[config.mk]
export PLATFORM = sky130hd
export DESIGN_NAME = updn_button_counter
export DESIGN_NICKNAME = d
export VERILOG_FILES = /design/src/rtl/updn_pkg.sv /design/src/rtl/btn_sync.sv /design/src/rtl/btn_filter.sv /design/src/rtl/edge_pulse.sv /design/src/rtl/window_counter.sv /design/src/rtl/updn_button_counter.sv
export SDC_FILE = /design/constraint.sdc
export NUM_CORES = 1
export LEC_CHECK = 0
export BUFFER_PORTS_ARGS = -buffer_cell sky130_fd_sc_hd__buf_2
export CORE_MARGIN = 1.5
export CORE_UTILIZATION = 35
export CTS_CLUSTER_DIAMETER = 120
export DETAILED_ROUTE_END_ITERATION = 10
export PLACE_DENSITY = 0.56
export SLEW_MARGIN = 40
export SYNTH_ARGS = -nofsm -noshare
export SYNTH_HDL_FRONTEND = slang
export SYNTH_SLANG_ARGS = --single-unit
[constraint.sdc]
create_clock -name clk -period 6.04 [get_ports clk]
set_input_delay 1.208 -clock clk [delete_from_list [all_inputs] [get_ports clk]]
set_output_delay 1.208 -clock clk [all_outputs]
set_load 0.02 [all_outputs]
[src/rtl/updn_pkg.sv]
package updn_pkg;

    localparam int DEF_COUNT_W  = 9;
    localparam int DEF_UP_TURN  = 399;
    localparam int DEF_DN_TURN  = 200;
    localparam int DEF_STABLE   = 16;
    localparam int NUM_BUTTONS  = 2;
    localparam int BTN_UP       = 0;
    localparam int BTN_DN       = 1;

    typedef enum logic [1:0] {
        STEP_HOLD = 2'd0,
        STEP_INC  = 2'd1,
        STEP_DEC  = 2'd2
    } step_e;

    typedef struct packed {
        logic dn;
        logic up;
    } evt_t;

    // Direction choice from the events and the two window comparisons.
    function automatic step_e pick_step(evt_t ev, logic over_up, logic under_dn);
        step_e s;
        s = STEP_HOLD;
        if (ev.up && !ev.dn) begin
            s = over_up ? STEP_DEC : STEP_INC;
        end else if (ev.dn && !ev.up) begin
            s = under_dn ? STEP_INC : STEP_DEC;
        end
        return s;
    endfunction

endpackage

[src/rtl/btn_sync.sv]
module btn_sync #(
    parameter int STAGES = 2
) (
    input  logic clk,
    input  logic rst,
    input  logic raw_i,
    output logic sync_o
);
    logic [STAGES-1:0] chain_q;

    always_ff @(posedge clk) begin
        if (rst) begin
            chain_q <= '0;
        end else begin
            chain_q <= {chain_q[STAGES-2:0], raw_i};
        end
    end

    assign sync_o = chain_q[STAGES-1];
endmodule

[src/rtl/btn_filter.sv]
module btn_filter #(
    parameter int STABLE_CYCLES = 16
) (
    input  logic clk,
    input  logic rst,
    input  logic sync_i,
    output logic level_o
);
    localparam int CW = $clog2(STABLE_CYCLES + 1);
    localparam logic [CW-1:0] LAST = CW'(STABLE_CYCLES - 1);

    logic [CW-1:0] run_q;
    logic          level_q;

    always_ff @(posedge clk) begin
        if (rst) begin
            run_q   <= '0;
            level_q <= 1'b0;
        end else if (sync_i == level_q) begin
            run_q <= '0;
        end else if (run_q == LAST) begin
            run_q   <= '0;
            level_q <= sync_i;
        end else begin
            run_q <= run_q + 1'b1;
        end
    end

    assign level_o = level_q;


    filter_hold_chk: assert property (@(posedge clk) disable iff (rst)
        (run_q != LAST) |=> $stable(level_q));
endmodule

[src/rtl/edge_pulse.sv]
module edge_pulse (
    input  logic clk,
    input  logic rst,
    input  logic level_i,
    output logic pulse_o
);
    logic prev_q;

    always_ff @(posedge clk) begin
        if (rst) prev_q <= 1'b0;
        else     prev_q <= level_i;
    end

    assign pulse_o = level_i && !prev_q && !rst;


    pulse_width_chk: assert property (@(posedge clk) disable iff (rst)
        pulse_o |=> !pulse_o);
endmodule

[src/rtl/window_counter.sv]
module window_counter
    import updn_pkg::*;
#(
    parameter int COUNT_W = DEF_COUNT_W,
    parameter int UP_TURN = DEF_UP_TURN,
    parameter int DN_TURN = DEF_DN_TURN
) (
    input  logic               clk,
    input  logic               rst,
    input  evt_t               evt_i,
    output logic [COUNT_W-1:0] count_o
);
    localparam logic [COUNT_W-1:0] UP_T = COUNT_W'(UP_TURN);
    localparam logic [COUNT_W-1:0] DN_T = COUNT_W'(DN_TURN);

    logic [COUNT_W-1:0] count_q;
    step_e              step;

    always_comb begin
        step = pick_step(evt_i, count_q > UP_T, count_q < DN_T);
    end

    always_ff @(posedge clk) begin
        if (rst) begin
            count_q <= '0;
        end else begin
            unique case (step)
                STEP_INC: count_q <= count_q + 1'b1;
                STEP_DEC: count_q <= count_q - 1'b1;
                default:  count_q <= count_q;
            endcase
        end
    end

    assign count_o = count_q;


    up_turn_chk: assert property (@(posedge clk) disable iff (rst)
        (evt_i.up && !evt_i.dn && count_q > UP_T) |=> (count_q == $past(count_q) - 1'b1));

    dn_turn_chk: assert property (@(posedge clk) disable iff (rst)
        (evt_i.dn && !evt_i.up && count_q < DN_T) |=> (count_q == $past(count_q) + 1'b1));

    cancel_chk: assert property (@(posedge clk) disable iff (rst)
        (evt_i.up && evt_i.dn) |=> $stable(count_q));

    idle_hold_chk: assert property (@(posedge clk) disable iff (rst)
        (!evt_i.up && !evt_i.dn) |=> $stable(count_q));

    no_overflow_chk: assert property (@(posedge clk) disable iff (rst)
        count_q <= UP_T + 1'b1);
endmodule

[src/rtl/updn_button_counter.sv]
module updn_button_counter
    import updn_pkg::*;
#(
    parameter int COUNT_W       = DEF_COUNT_W,
    parameter int UP_TURN       = DEF_UP_TURN,
    parameter int DN_TURN       = DEF_DN_TURN,
    parameter int STABLE_CYCLES = DEF_STABLE,
    parameter int SYNC_STAGES   = 2
) (
    input  logic               clk,
    input  logic               rst,
    input  logic               btn_up_i,
    input  logic               btn_dn_i,
    output logic [COUNT_W-1:0] count_o,
    output logic               up_evt_o,
    output logic               dn_evt_o
);
    logic [NUM_BUTTONS-1:0] raw;
    logic [NUM_BUTTONS-1:0] synced;
    logic [NUM_BUTTONS-1:0] level;
    logic [NUM_BUTTONS-1:0] pulse;
    evt_t                   evt;

    assign raw[BTN_UP] = btn_up_i;
    assign raw[BTN_DN] = btn_dn_i;

    for (genvar b = 0; b < NUM_BUTTONS; b++) begin : g_btn
        btn_sync #(.STAGES(SYNC_STAGES)) u_sync (
            .clk(clk), .rst(rst), .raw_i(raw[b]), .sync_o(synced[b])
        );
        btn_filter #(.STABLE_CYCLES(STABLE_CYCLES)) u_filt (
            .clk(clk), .rst(rst), .sync_i(synced[b]), .level_o(level[b])
        );
        edge_pulse u_edge (
            .clk(clk), .rst(rst), .level_i(level[b]), .pulse_o(pulse[b])
        );
    end

    assign evt.up = pulse[BTN_UP];
    assign evt.dn = pulse[BTN_DN];

    window_counter #(
        .COUNT_W(COUNT_W), .UP_TURN(UP_TURN), .DN_TURN(DN_TURN)
    ) u_count (
        .clk(clk), .rst(rst), .evt_i(evt), .count_o(count_o)
    );

    assign up_evt_o = evt.up;
    assign dn_evt_o = evt.dn;
endmodule

==> results of run 1 <==
cell families after synthesis:
kind of cell / Yosys count / synth area share [%]
fa+ha+maj: 13 / 12.36
compound gates: 26 / 12.45
xor+xnor: 8 / 5.091
mux: 5 / 4.000
simple gates: 66 / 23.82
buf+inv: 11 / 2.999
flops: 27 / 39.27
area by class of cell:
type	count	area [µm²]	area share, %
Multi-Input combinational cell	118	794.5	51.58
Sequential cell	27	540.5	35.09
Timing Repair Buffer	14	70.07	4.549
Tap cell	48	60.06	3.899
Clock buffer	3	41.29	2.681
Inverter	7	26.28	1.706
Clock inverter	1	7.507	0.4874
metrics by stage:
stage                     hold slack, ns  total power [mW]  setup WS (ns)  cell area, µm²
final                             0.4510            0.2904          2.020            1540
after global routing              0.4630            0.3022          1.730            1540
after CTS                         0.4579            0.2945          1.997            1540
after detailed placement          0.4346            0.1902          1.708            1491
after global placement            0.4191            0.1898          1.810            1491
after floorplan                   0.4138            0.1881          2.194            1376
state kept, by name, indices dropped and copies added, names as in the netlist:
register	cells
g_btn.u_filt.run_q	10
g_btn.u_edge.prev_q	2
u_count.count_o	9
g_btn.u_filt.level_o	2
g_btn.u_sync.chain_q	4
power by group through the flow:
stage / combinational [mW] / clock [mW] / sequential (mW)
2_1_floorplan: 0.00383 / 0 / 0.184
3_3_place_gp: 0.00545 / 0 / 0.184
3_5_place_dp: 0.00572 / 0 / 0.184
4_1_cts: 0.00574 / 0.108 / 0.180
5_1_grt: 0.00635 / 0.115 / 0.180
6_report: 0.00551 / 0.105 / 0.180
placed cells by master (no fill, tap or decap), types with 2 or more instances in the layout:
cell | netlist | layout
a211oi_1 | 2 | 2
a21o_1 | 2 | 2
a21oi_1 | 5 | 5
a31oi_1 | 3 | 3
and3_1 | 3 | 3
buf_2 | 0 | 14
clkbuf_8 | 0 | 3
dfxtp_1 | 27 | 27
ha_1 | 12 | 12
inv_1 | 6 | 6
mux2i_1 | 4 | 4
nand2_1 | 10 | 10
nand2b_1 | 2 | 2
nand3_1 | 6 | 6
nor2_1 | 23 | 23
nor2b_1 | 9 | 9
nor3_1 | 3 | 3
o211ai_1 | 2 | 2
o21a_1 | 2 | 2
o21ai_1 | 4 | 4
o22ai_1 | 2 | 2
or3_1 | 4 | 4
or4_1 | 2 | 2
xnor2_1 | 5 | 5
xor2_1 | 3 | 3
worst max-delay path, delay by kind of cell:
family | cells | cell delay (ns)
AND/OR/NAND/NOR | 5 | 0.63
multiplexers | 1 | 0.30
AO/OA/AOI/OAI | 3 | 0.83
adder cells (fa/ha/maj) | 2 | 0.83
buffers and inverters | 2 | 0.39
how the worst max path moves through the flow:
stage / start / slack (ns) / endpoint
floorplan: rst / 2.19 / u_count.count_o[8]$_SDFFE_PP0P_
global placement: rst / 1.81 / u_count.count_o[8]$_SDFFE_PP0P_
detailed placement: rst / 1.71 / u_count.count_o[8]$_SDFFE_PP0P_
CTS: rst / 2.00 / u_count.count_o[8]$_SDFFE_PP0P_
global route: rst / 1.73 / u_count.count_o[8]$_SDFFE_PP0P_
finish: rst / 2.02 / u_count.count_o[8]$_SDFFE_PP0P_
metal layers:
layer	GRT usage, %	share of wire [%]	up-vias
met5	0	0	-
met4	3.125	0.72	0
met3	2.740	3.5	2
met2	20.08	43	15
met1	17.06	52	497
li1	-	-	573
==> impl_metrics.env, run 1 <==
export IMPL_finalHoldViolations=0
export IMPL_grt_start_max_net_pins=24
export IMPL_async_flop_share_pct=0
export IMPL_seqPwrFrac_pct=62.1
export IMPL_slowest_delay_ns=0.45
export IMPL_cts_tree="built"
export IMPL_drv_cap=0
export IMPL_hold_path_startpoint="g_btn[1].u_filt.run_q[0]$_SDFF_PP0_"
export IMPL_setup_violations=0
export IMPL_ctsResizeCount=0
export IMPL_initial_core_util_pct=37.04
export IMPL_yosys_warnings=0
export IMPL_post_place_cells=214
export IMPL_diodes=0
export IMPL_n_fill_cell=382
export IMPL_p_leak_nw=0.6564
export IMPL_grt_pass1_wl_um=4291
export IMPL_die_w_um=65.71
export IMPL_pin_count=15
export IMPL_clockPowerShare_pct=36.0
export IMPL_htree_num_levels=1
export IMPL_worst_ep_arrival_time_ns=4.19
export IMPL_fmax_mhz=248.8
export IMPL_cts_buffers=3
export IMPL_required_ns=6.21
export IMPL_period_needed_ns=4.020
export IMPL_stdcell_count=218
export IMPL_drt_initial_drc_count=30
export IMPL_clkLatencyLatePin_ns=0.27
export IMPL_synthesis_nets=173
export IMPL_drc=0
export IMPL_track_usage_pct=12.54
export IMPL_via_per_inst=4.986
export IMPL_synth_common_cells="dfxtp_1, nor2_1, ha_1"
export IMPL_synth_cell_types=35
export IMPL_power_switching_mw=0.06193
export IMPL_io_buffers=14
export IMPL_yosysMostFrequentCell="dfxtp_1"
export IMPL_p_int_mw=0.2285
export IMPL_grt_pass1_vias=1022
export IMPL_hold_path_class="reg -> reg"
export IMPL_hold_end="g_btn[1].u_filt.run_q[0]$_SDFF_PP0_"
export IMPL_dp_hpwl_um=1905
export IMPL_cts_hold_buf=0
export IMPL_power_density_mw_per_mm2=188.5
export IMPL_critPathLaunchType="input pin"
export IMPL_dr_pass1_iters=4
export IMPL_rsz0062_at_grt="no"
export IMPL_fin_crit_sh_pct=66.56
export IMPL_critPathCaptureType="flip-flop"
export IMPL_r2r_start="u_count.count_o[3]$_SDFFE_PP0P_"
export IMPL_synth_edf_count=0
export IMPL_clock_root_buffer="clkbuf_8"
export IMPL_r2r_end="u_count.count_o[8]$_SDFFE_PP0P_"
export IMPL_fp_coreArea_mm2=0.003716
export IMPL_postCtsSetupBuffers=0
export IMPL_synthCells=156
export IMPL_fin_tns_setup_ns=0
export IMPL_worst_path_most_repeated_cell="ha_1"
export IMPL_overflow=0
export IMPL_slew_headroom_pct=64.00
export IMPL_routedWlPerCell_um=11.42
export IMPL_critPathSlowestCell="ha_1"
export IMPL_ys_seq_area_share_pct=39.27
export IMPL_clock_path_buffers=2
export IMPL_ys_ff_latch=27
export IMPL_synth_largest_area_cell="dfxtp_1"
export IMPL_die_height_um=65.71
export IMPL_num_vias=1087
export IMPL_syn_to_final_growth_pct=11.91
export IMPL_ys_flop_type="dfxtp_1"
export IMPL_r2r_cells=10
export IMPL_crit_fanout=23
export IMPL_netlist_area_mm2=0.001376
export IMPL_gp_congestion=0.7374
export IMPL_crit_type="in -> reg"
export IMPL_antenna_found_initial=0
export IMPL_fin_util_pct=41.45
export IMPL_syn_area_per_cell_um2=8.823
export IMPL_postRouteAntennaNets=0
export IMPL_fin_skew_ns=0.005679
export IMPL_path_cells="buf_2 > nor2b_1 > nand2b_1 > inv_1 > and3_1 > a31oi_1 > ha_1 > ha_1 > a211oi_1 > or3_1 > nand3_1 > a311o_1 > mux2_4"
export IMPL_outcome="finished, final reports clean"
export IMPL_die_area_mm2=0.004318
export IMPL_swShare_pct=21.32
export IMPL_clkSlewWorstSetupHoldPaths_ns=0.10
export IMPL_nets=188
export IMPL_p_comb_share_pct=1.9
export IMPL_wirelength_um=2490
export IMPL_worst_slew_pin_slew_ns=0.5401
export IMPL_max_vdd_ir_drop_v=0.00007120
export IMPL_drv_slew=0
export IMPL_yosys_area_top_type_share_pct=39.27
export IMPL_clkSinkCount=27
export IMPL_r2r_slack_ns=2.72
export IMPL_whs_path_depth=1
export IMPL_synth_area_leaders="dfxtp_1, ha_1, nor2_1, nor2b_1, xnor2_1"
export IMPL_drive_gt1_share_pct=11.18
export IMPL_rows=22
Note: power is estimated with default switching activity, not from simulation.
==> run 2, diff against run 1 <==
==> constraint.sdc (replaced) <==
create_clock -name clk -period 4 [get_ports clk]
set_input_delay 0.8 -clock clk [delete_from_list [all_inputs] [get_ports clk]]
set_output_delay 0.8 -clock clk [all_outputs]
set_load 0.02 [all_outputs]
==> run 2 against run 1 <==
Net effect: worst hold slack got worse by 0.0074 ns; sequential power rose by 51%; total power rose by 51%; clock-buffer cell count unchanged; cell count rose by 0.46%; register-to-register slack lost 2.0 ns; routed wire length up 2.8%; global-route usage increased by 0.68 points; utilization rose by 0.20 points; combinational power up 66%; die area did not move; critical path type unchanged; critical endpoint unchanged; largest power group unchanged.
==> impl_metrics.env, run 2 (synthesized netlist as in run 1, its figures left out) <==
export IMPL_fin_skew_ns=0.001300
export IMPL_outcome="finished, final reports clean"
export IMPL_largest_reg_flops=10
export IMPL_power_density_mw_per_mm2=283.3
export IMPL_worst_ep_arrival_time_ns=3.56
export IMPL_initial_core_util_pct=37.04
export IMPL_htree_num_levels=1
export IMPL_io_buffers=14
export IMPL_setup_violations=0
export IMPL_drv_slew=0
export IMPL_hold_path_startpoint="g_btn[1].u_sync.chain_q[0]$_SDFF_PP0_"
export IMPL_critPathSlowestCell="fa_1"
export IMPL_finalHoldViolations=0
export IMPL_crit_family="adder cells"
export IMPL_regMostFlops="g_btn.u_filt.run_q"
export IMPL_final_cell_mix="dfxtp_1, nor2_1, buf_2"
export IMPL_clkLatencyLatePin_ns=0.27
export IMPL_via_per_inst=5.041
export IMPL_cts_buffers=3
export IMPL_diodes=0
export IMPL_rows=22
export IMPL_cts_tree="built"
export IMPL_hold_path_class="reg -> reg"
export IMPL_critPathLaunchType="input pin"
export IMPL_nets=189
export IMPL_routedWlPerCell_um=11.68
export IMPL_critPathLaunch="rst"
export IMPL_postCtsSetupBuffers=0
export IMPL_drt_initial_drc_count=33
export IMPL_cts_hold_buf=0
export IMPL_grt_start_max_net_pins=22
export IMPL_wirelength_um=2559
export IMPL_pin_count=15
export IMPL_crit_type="in -> reg"
export IMPL_rsz0062_at_grt="no"
export IMPL_max_vdd_ir_drop_v=0.0001373
export IMPL_num_vias=1104
export IMPL_fmax_mhz=294.6
export IMPL_die_height_um=65.71
export IMPL_fin_util_pct=41.65
export IMPL_dr_pass1_iters=4
export IMPL_multi_input_area_um2=794.5
export IMPL_die_w_um=65.71
export IMPL_fp_coreArea_mm2=0.003716
export IMPL_path_depth=13
export IMPL_drive_gt1_share_pct=11.70
export IMPL_slew_headroom_pct=62.62
export IMPL_final_common_cell="dfxtp_1"
export IMPL_dp_hpwl_um=1930
export IMPL_clock_path_buffers=2
export IMPL_worst_slew_pin_slew_ns=0.5607
export IMPL_antenna_found_initial=0
export IMPL_postRouteAntennaNets=0
export IMPL_grt_pass1_vias=1058
export IMPL_power_mw=0.4384
export IMPL_clkSinkCount=27
export IMPL_highest_layer="met4"
export IMPL_wirelength_met1_um=1363
export IMPL_grt_pass1_wl_um=4505
export IMPL_required_ns=4.17
export IMPL_ff_latch_area_um2=540.5
export IMPL_whs_path_depth=1
export IMPL_n_fill_cell=385
export IMPL_drc=0
export IMPL_slowest_delay_ns=0.47
export IMPL_gp_congestion=0.7766
export IMPL_path_cells="buf_2 > nor2b_1 > nand2b_1 > inv_1 > and3_1 > a31oi_1 > ha_1 > fa_1 > a211oi_1 > or3_1 > nand3_1 > a311o_1 > mux2_4"
export IMPL_fin_crit_sh_pct=84.86
export IMPL_fin_tns_setup_ns=0
export IMPL_ctsResizeCount=0
export IMPL_die_area_mm2=0.004318
export IMPL_period_needed_ns=3.394
export IMPL_dr_wl_met2_um=1079
export IMPL_overflow=0
export IMPL_crit_buf_inv=2
export IMPL_r2r_start="u_count.count_o[3]$_SDFFE_PP0P_"
export IMPL_drv_cap=0
export IMPL_clkSlewWorstSetupHoldPaths_ns=0.09
export IMPL_track_usage_pct=13.22
export IMPL_crit_fanout=11
export IMPL_met3_length_um=96
export IMPL_critPathCaptureType="flip-flop"
export IMPL_syn_to_final_growth_pct=12.45
export IMPL_clock_root_buffer="clkbuf_8"
export IMPL_p_leak_nw=0.6612
export IMPL_r2r_cells=10
==> run 2: cell types whose count changed in the layout (fill, tap and decap cells not counted) <==
| cell | change |
|---|---|
| buf_4 | +1 |
==> run 2: routing by layer <==
metal  global-route usage [%]  up-vias
li1                         -      583
met1                    17.16      498
met2                    21.97       21
met3                    2.740        2
met4                    3.906        0
met5                        0        -
==> run 2: area by class of cell <==
cell class                 count  area share [%]
timing repair buffer          15           5.012
sequential                    27           34.92
clock inverter                 1          0.4850
multi-input combinational    118           51.33
tap                           48           3.880
inverter                       7           1.698
clock buffer                   3           2.668
==> run 2: worst reg2reg max path, cell delays in order (launching register included) <==
cell and delay, ns:
dfxtp_1 0.36, or3_1 0.38, a31oi_1 0.21, o22ai_1 0.12
ha_1 0.36, fa_1 0.48, a211oi_1 0.41, or3_1 0.19
nand3_1 0.06, a311o_1 0.33, mux2_4 0.29
==> run 2: stage by stage <==
step / setup WS, ns / cell area (µm²) / hold WS (ns) / std cells
2_1_floorplan: 0.5622 / 1376 / 0.4138 / 156
3_3_place_gp: 0.4307 / 1499 / 0.4180 / 215
3_5_place_dp: 0.3074 / 1499 / 0.4253 / 215
4_1_cts: 0.6158 / 1548 / 0.4491 / 219
5_1_grt: 0.3418 / 1548 / 0.4780 / 219
6_report: 0.6057 / 1548 / 0.4436 / 219
==> run 2: where the power goes <==
group	switching, mW	leakage, nW	internal (mW)
clock	0.0864	0.0217	0.0706
sequential	0.00117	0.218	0.271
combinational	0.00528	0.421	0.00388
total	0.0929	0.661	0.346
==> run 2: final timing paths <==
path | endpoint | slack (ns)
setup / recovery | u_count.count_o[8]$_SDFFE_PP0P_ | 0.61
hold / removal | g_btn[1].u_sync.chain_q[1]$_SDFF_PP0_ | 0.44
setup reg to reg | u_count.count_o[8]$_SDFFE_PP0P_ | 0.71
hold reg to reg | g_btn[1].u_sync.chain_q[1]$_SDFF_PP0_ | 0.44
==> run 3, diff against run 2 <==
--- a/config.mk
+++ b/config.mk
@@ -10,7 +10,7 @@
 export CORE_UTILIZATION = 35
 export CTS_CLUSTER_DIAMETER = 120
 export DETAILED_ROUTE_END_ITERATION = 10
-export PLACE_DENSITY = 0.56
+export PLACE_DENSITY = 0.58
 export SLEW_MARGIN = 40
 export SYNTH_ARGS = -nofsm -noshare
 export SYNTH_HDL_FRONTEND = slang
==> constraint.sdc (replaced) <==
create_clock -name clk -period 2.72 [get_ports clk]
set_input_delay 0.544 -clock clk [delete_from_list [all_inputs] [get_ports clk]]
set_output_delay 0.544 -clock clk [all_outputs]
set_load 0.02 [all_outputs]
==> run 3 against run 2 <==
Net effect: sequential power grew 47%; highest routed layer unchanged; total power up 50%; sequential share of layout area down 7.1 points; the run now ends with negative setup slack left; global-route usage rose by 2.2 points; critical endpoint unchanged; cell count is 13% higher.
==> impl_metrics.env, run 3 (synthesized netlist as in run 1, its figures left out) <==
export IMPL_pin_count=15
export IMPL_outcome="complete, but fails checks"
export IMPL_rsz0062_at_grt="yes"
export IMPL_clock_path_buffers=2
export IMPL_die_height_um=65.71
export IMPL_antenna_found_initial=0
export IMPL_path_cells="or3_4 > a31oi_4 > a31oi_4 > ha_4 > fa_2 > a211oi_2 > or3_4 > nand3_1 > a311o_1 > mux2_4"
export IMPL_hold_path_class="reg -> reg"
export IMPL_clkLatencyLatePin_ns=0.27
export IMPL_rows=22
export IMPL_initial_core_util_pct=37.04
export IMPL_p_leak_nw=0.8035
export IMPL_crit_type="reg -> reg"
export IMPL_post_place_cells=242
export IMPL_drt_initial_drc_count=14
export IMPL_max_vdd_ir_drop_v=0.0002614
export IMPL_cts_hold_buf=0
export IMPL_p_comb_share_pct=2.3
export IMPL_diodes=0
export IMPL_die_w_um=65.71
export IMPL_critPathLaunchType="flip-flop"
export IMPL_htree_num_levels=1
export IMPL_critPathLaunch="u_count.count_o[3]$_SDFFE_PP0P_"
export IMPL_r2r_cells=10
export IMPL_num_vias=1218
export IMPL_via_per_inst=4.931
export IMPL_grtUsageMet1_pct=18.52
export IMPL_clock_root_buffer="clkbuf_8"
export IMPL_gp_congestion=0.8514
export IMPL_dp_hpwl_um=2317
export IMPL_dr_pass1_iters=4
export IMPL_syn_to_final_growth_pct=42.09
export IMPL_period_needed_ns=2.827
export IMPL_stdcell_count=247
export IMPL_crit_fanout=8
export IMPL_hold_end="g_btn[0].u_sync.chain_q[1]$_SDFF_PP0_"
export IMPL_r2r_end="u_count.count_o[8]$_SDFFE_PP0P_"
export IMPL_nets=217
export IMPL_fmax_mhz=353.7
export IMPL_placed_area_mm2=0.001842
export IMPL_use_met2_pct=26.89
export IMPL_swShare_pct=22.18
export IMPL_grt_pass1_vias=1222
export IMPL_fin_tns_setup_ns=-0.1073
export IMPL_clockPowerShare_pct=36.9
export IMPL_r2r_start="u_count.count_o[3]$_SDFFE_PP0P_"
export IMPL_routedWlPerCell_um=11.88
export IMPL_post_place_ws_ns=-0.3427
export IMPL_drc=0
export IMPL_whs_path_depth=1
export IMPL_die_area_mm2=0.004318
export IMPL_failed_checks="negative setup slack"
export IMPL_postRouteAntennaNets=0
export IMPL_cts_buffers=3
export IMPL_p_int_mw=0.5128
export IMPL_fp_coreArea_mm2=0.003716
export IMPL_grt_busiest_layer="met2"
export IMPL_drive_gt1_share_pct=38.19
export IMPL_worst_slew_pin_slew_ns=0.3156
export IMPL_power_density_mw_per_mm2=337.0
export IMPL_fin_skew_ns=0.003568
export IMPL_final_cell_mix="buf_4, dfxtp_1, nor2_1"
export IMPL_seqPwrFrac_pct=60.8
export IMPL_r2r_slack_ns=-0.11
export IMPL_critPathSlowestCell="fa_2"
export IMPL_overflow=0
export IMPL_grt_util_met3_pct=2.055
export IMPL_io_buffers=14
export IMPL_fin_area_mm2=0.001956
export IMPL_hold_path_startpoint="g_btn[0].u_sync.chain_q[0]$_SDFF_PP0_"
export IMPL_required_ns=2.90
export IMPL_regMostFlops="g_btn.u_filt.run_q"
export IMPL_clkSlewWorstSetupHoldPaths_ns=0.10
export IMPL_final_common_cell="buf_4"
export IMPL_finalHoldViolations=0
export IMPL_clkSinkCount=27
export IMPL_wirelength_um=2934
export IMPL_grt_start_max_net_pins=18
export IMPL_cts_tree="built"
export IMPL_slowest_delay_ns=0.40
export IMPL_drv_slew=0
export IMPL_worst_ep_arrival_time_ns=3.00
export IMPL_grt_pass1_wl_um=5188
export IMPL_drv_cap=0
export IMPL_power_switching_mw=0.1462
export IMPL_slew_headroom_pct=78.82
export IMPL_postLayoutSetupSlackWorst_ns=-0.1073
export IMPL_track_usage_pct=15.38
export IMPL_largest_reg_flops=10
export IMPL_critPathCaptureType="flip-flop"
export IMPL_fin_crit_sh_pct=103.9
export IMPL_setup_violations=1
-- run 3: cell count changes in the layout (fill, tap and decap cells not counted), sizes merged --
cell,previous run,this run
buf,15,43
clkinvlp,1,0
inv,6,7
-- run 3: stage by stage --
| step | util, % | total power, mW | hold slack, ns |
|---|---|---|---|
| global placement | 49.56 | 0.4244 | 0.4172 |
| CTS | 51.45 | 0.6686 | 0.4508 |
| global route | 52.63 | 0.6888 | 0.4540 |
| floorplan | - | 0.4177 | 0.4138 |
| detailed placement | 49.56 | 0.4253 | 0.4284 |
| finish | 52.63 | 0.6590 | 0.4471 |
-- run 3: routing by layer --
metal | vias up | wire [µm]
li1 | 632 | -
met1 | 565 | 1360
met2 | 17 | 1441
met3 | 4 | 80
met4 | 0 | 51
met5 | - | 0
-- run 3: worst max-delay path by stage --
stage	cells after the start	endpoint	slack (ns)
after CTS	10	u_count.count_o[8]$_SDFFE_PP0P_	-0.08
after floorplan	12	u_count.count_o[8]$_SDFFE_PP0P_	-0.13
after global routing	10	u_count.count_o[8]$_SDFFE_PP0P_	-0.21
final	10	u_count.count_o[8]$_SDFFE_PP0P_	-0.11
after global placement	12	u_count.count_o[8]$_SDFFE_PP0P_	-0.29
after detailed placement	12	u_count.count_o[8]$_SDFFE_PP0P_	-0.34
-- run 3: repair_timing --
action                                 in CTS  in global routing
pin swaps                                   0                  2
setup endpoints to repair                   2                  4
setup buffers                               0                  1
resized for setup                           3                  6
endpoints found under the hold margin       0                  0
-- run 3: worst max-delay path: cells and delay by family (launching register included) --
family,cells,cell delay [ns]
simple gates,3,0.62
flops,1,0.34
compound gates,4,0.84
fa+ha+maj,2,0.64
mux,1,0.30
-- run 3: cell type report --
class,count,area (µm²)
clock buffers,3,41.29
fillers,340,1760
well taps,48,60.06
flip-flops and latches,27,544.3
inverters,7,27.53
multi-input cells,118,985.9
repair buffers,43,287.8
clock inverters,1,8.758
-- run 3: power groups by stage --
stage,Clock (mW),Sequential (mW),Combinational (mW)
after floorplan,0,0.409,0.00854
after global placement,0,0.409,0.0151
after detailed placement,0,0.410,0.0156
after CTS,0.252,0.401,0.0157
after global routing,0.270,0.401,0.0174
final,0.243,0.400,0.0153
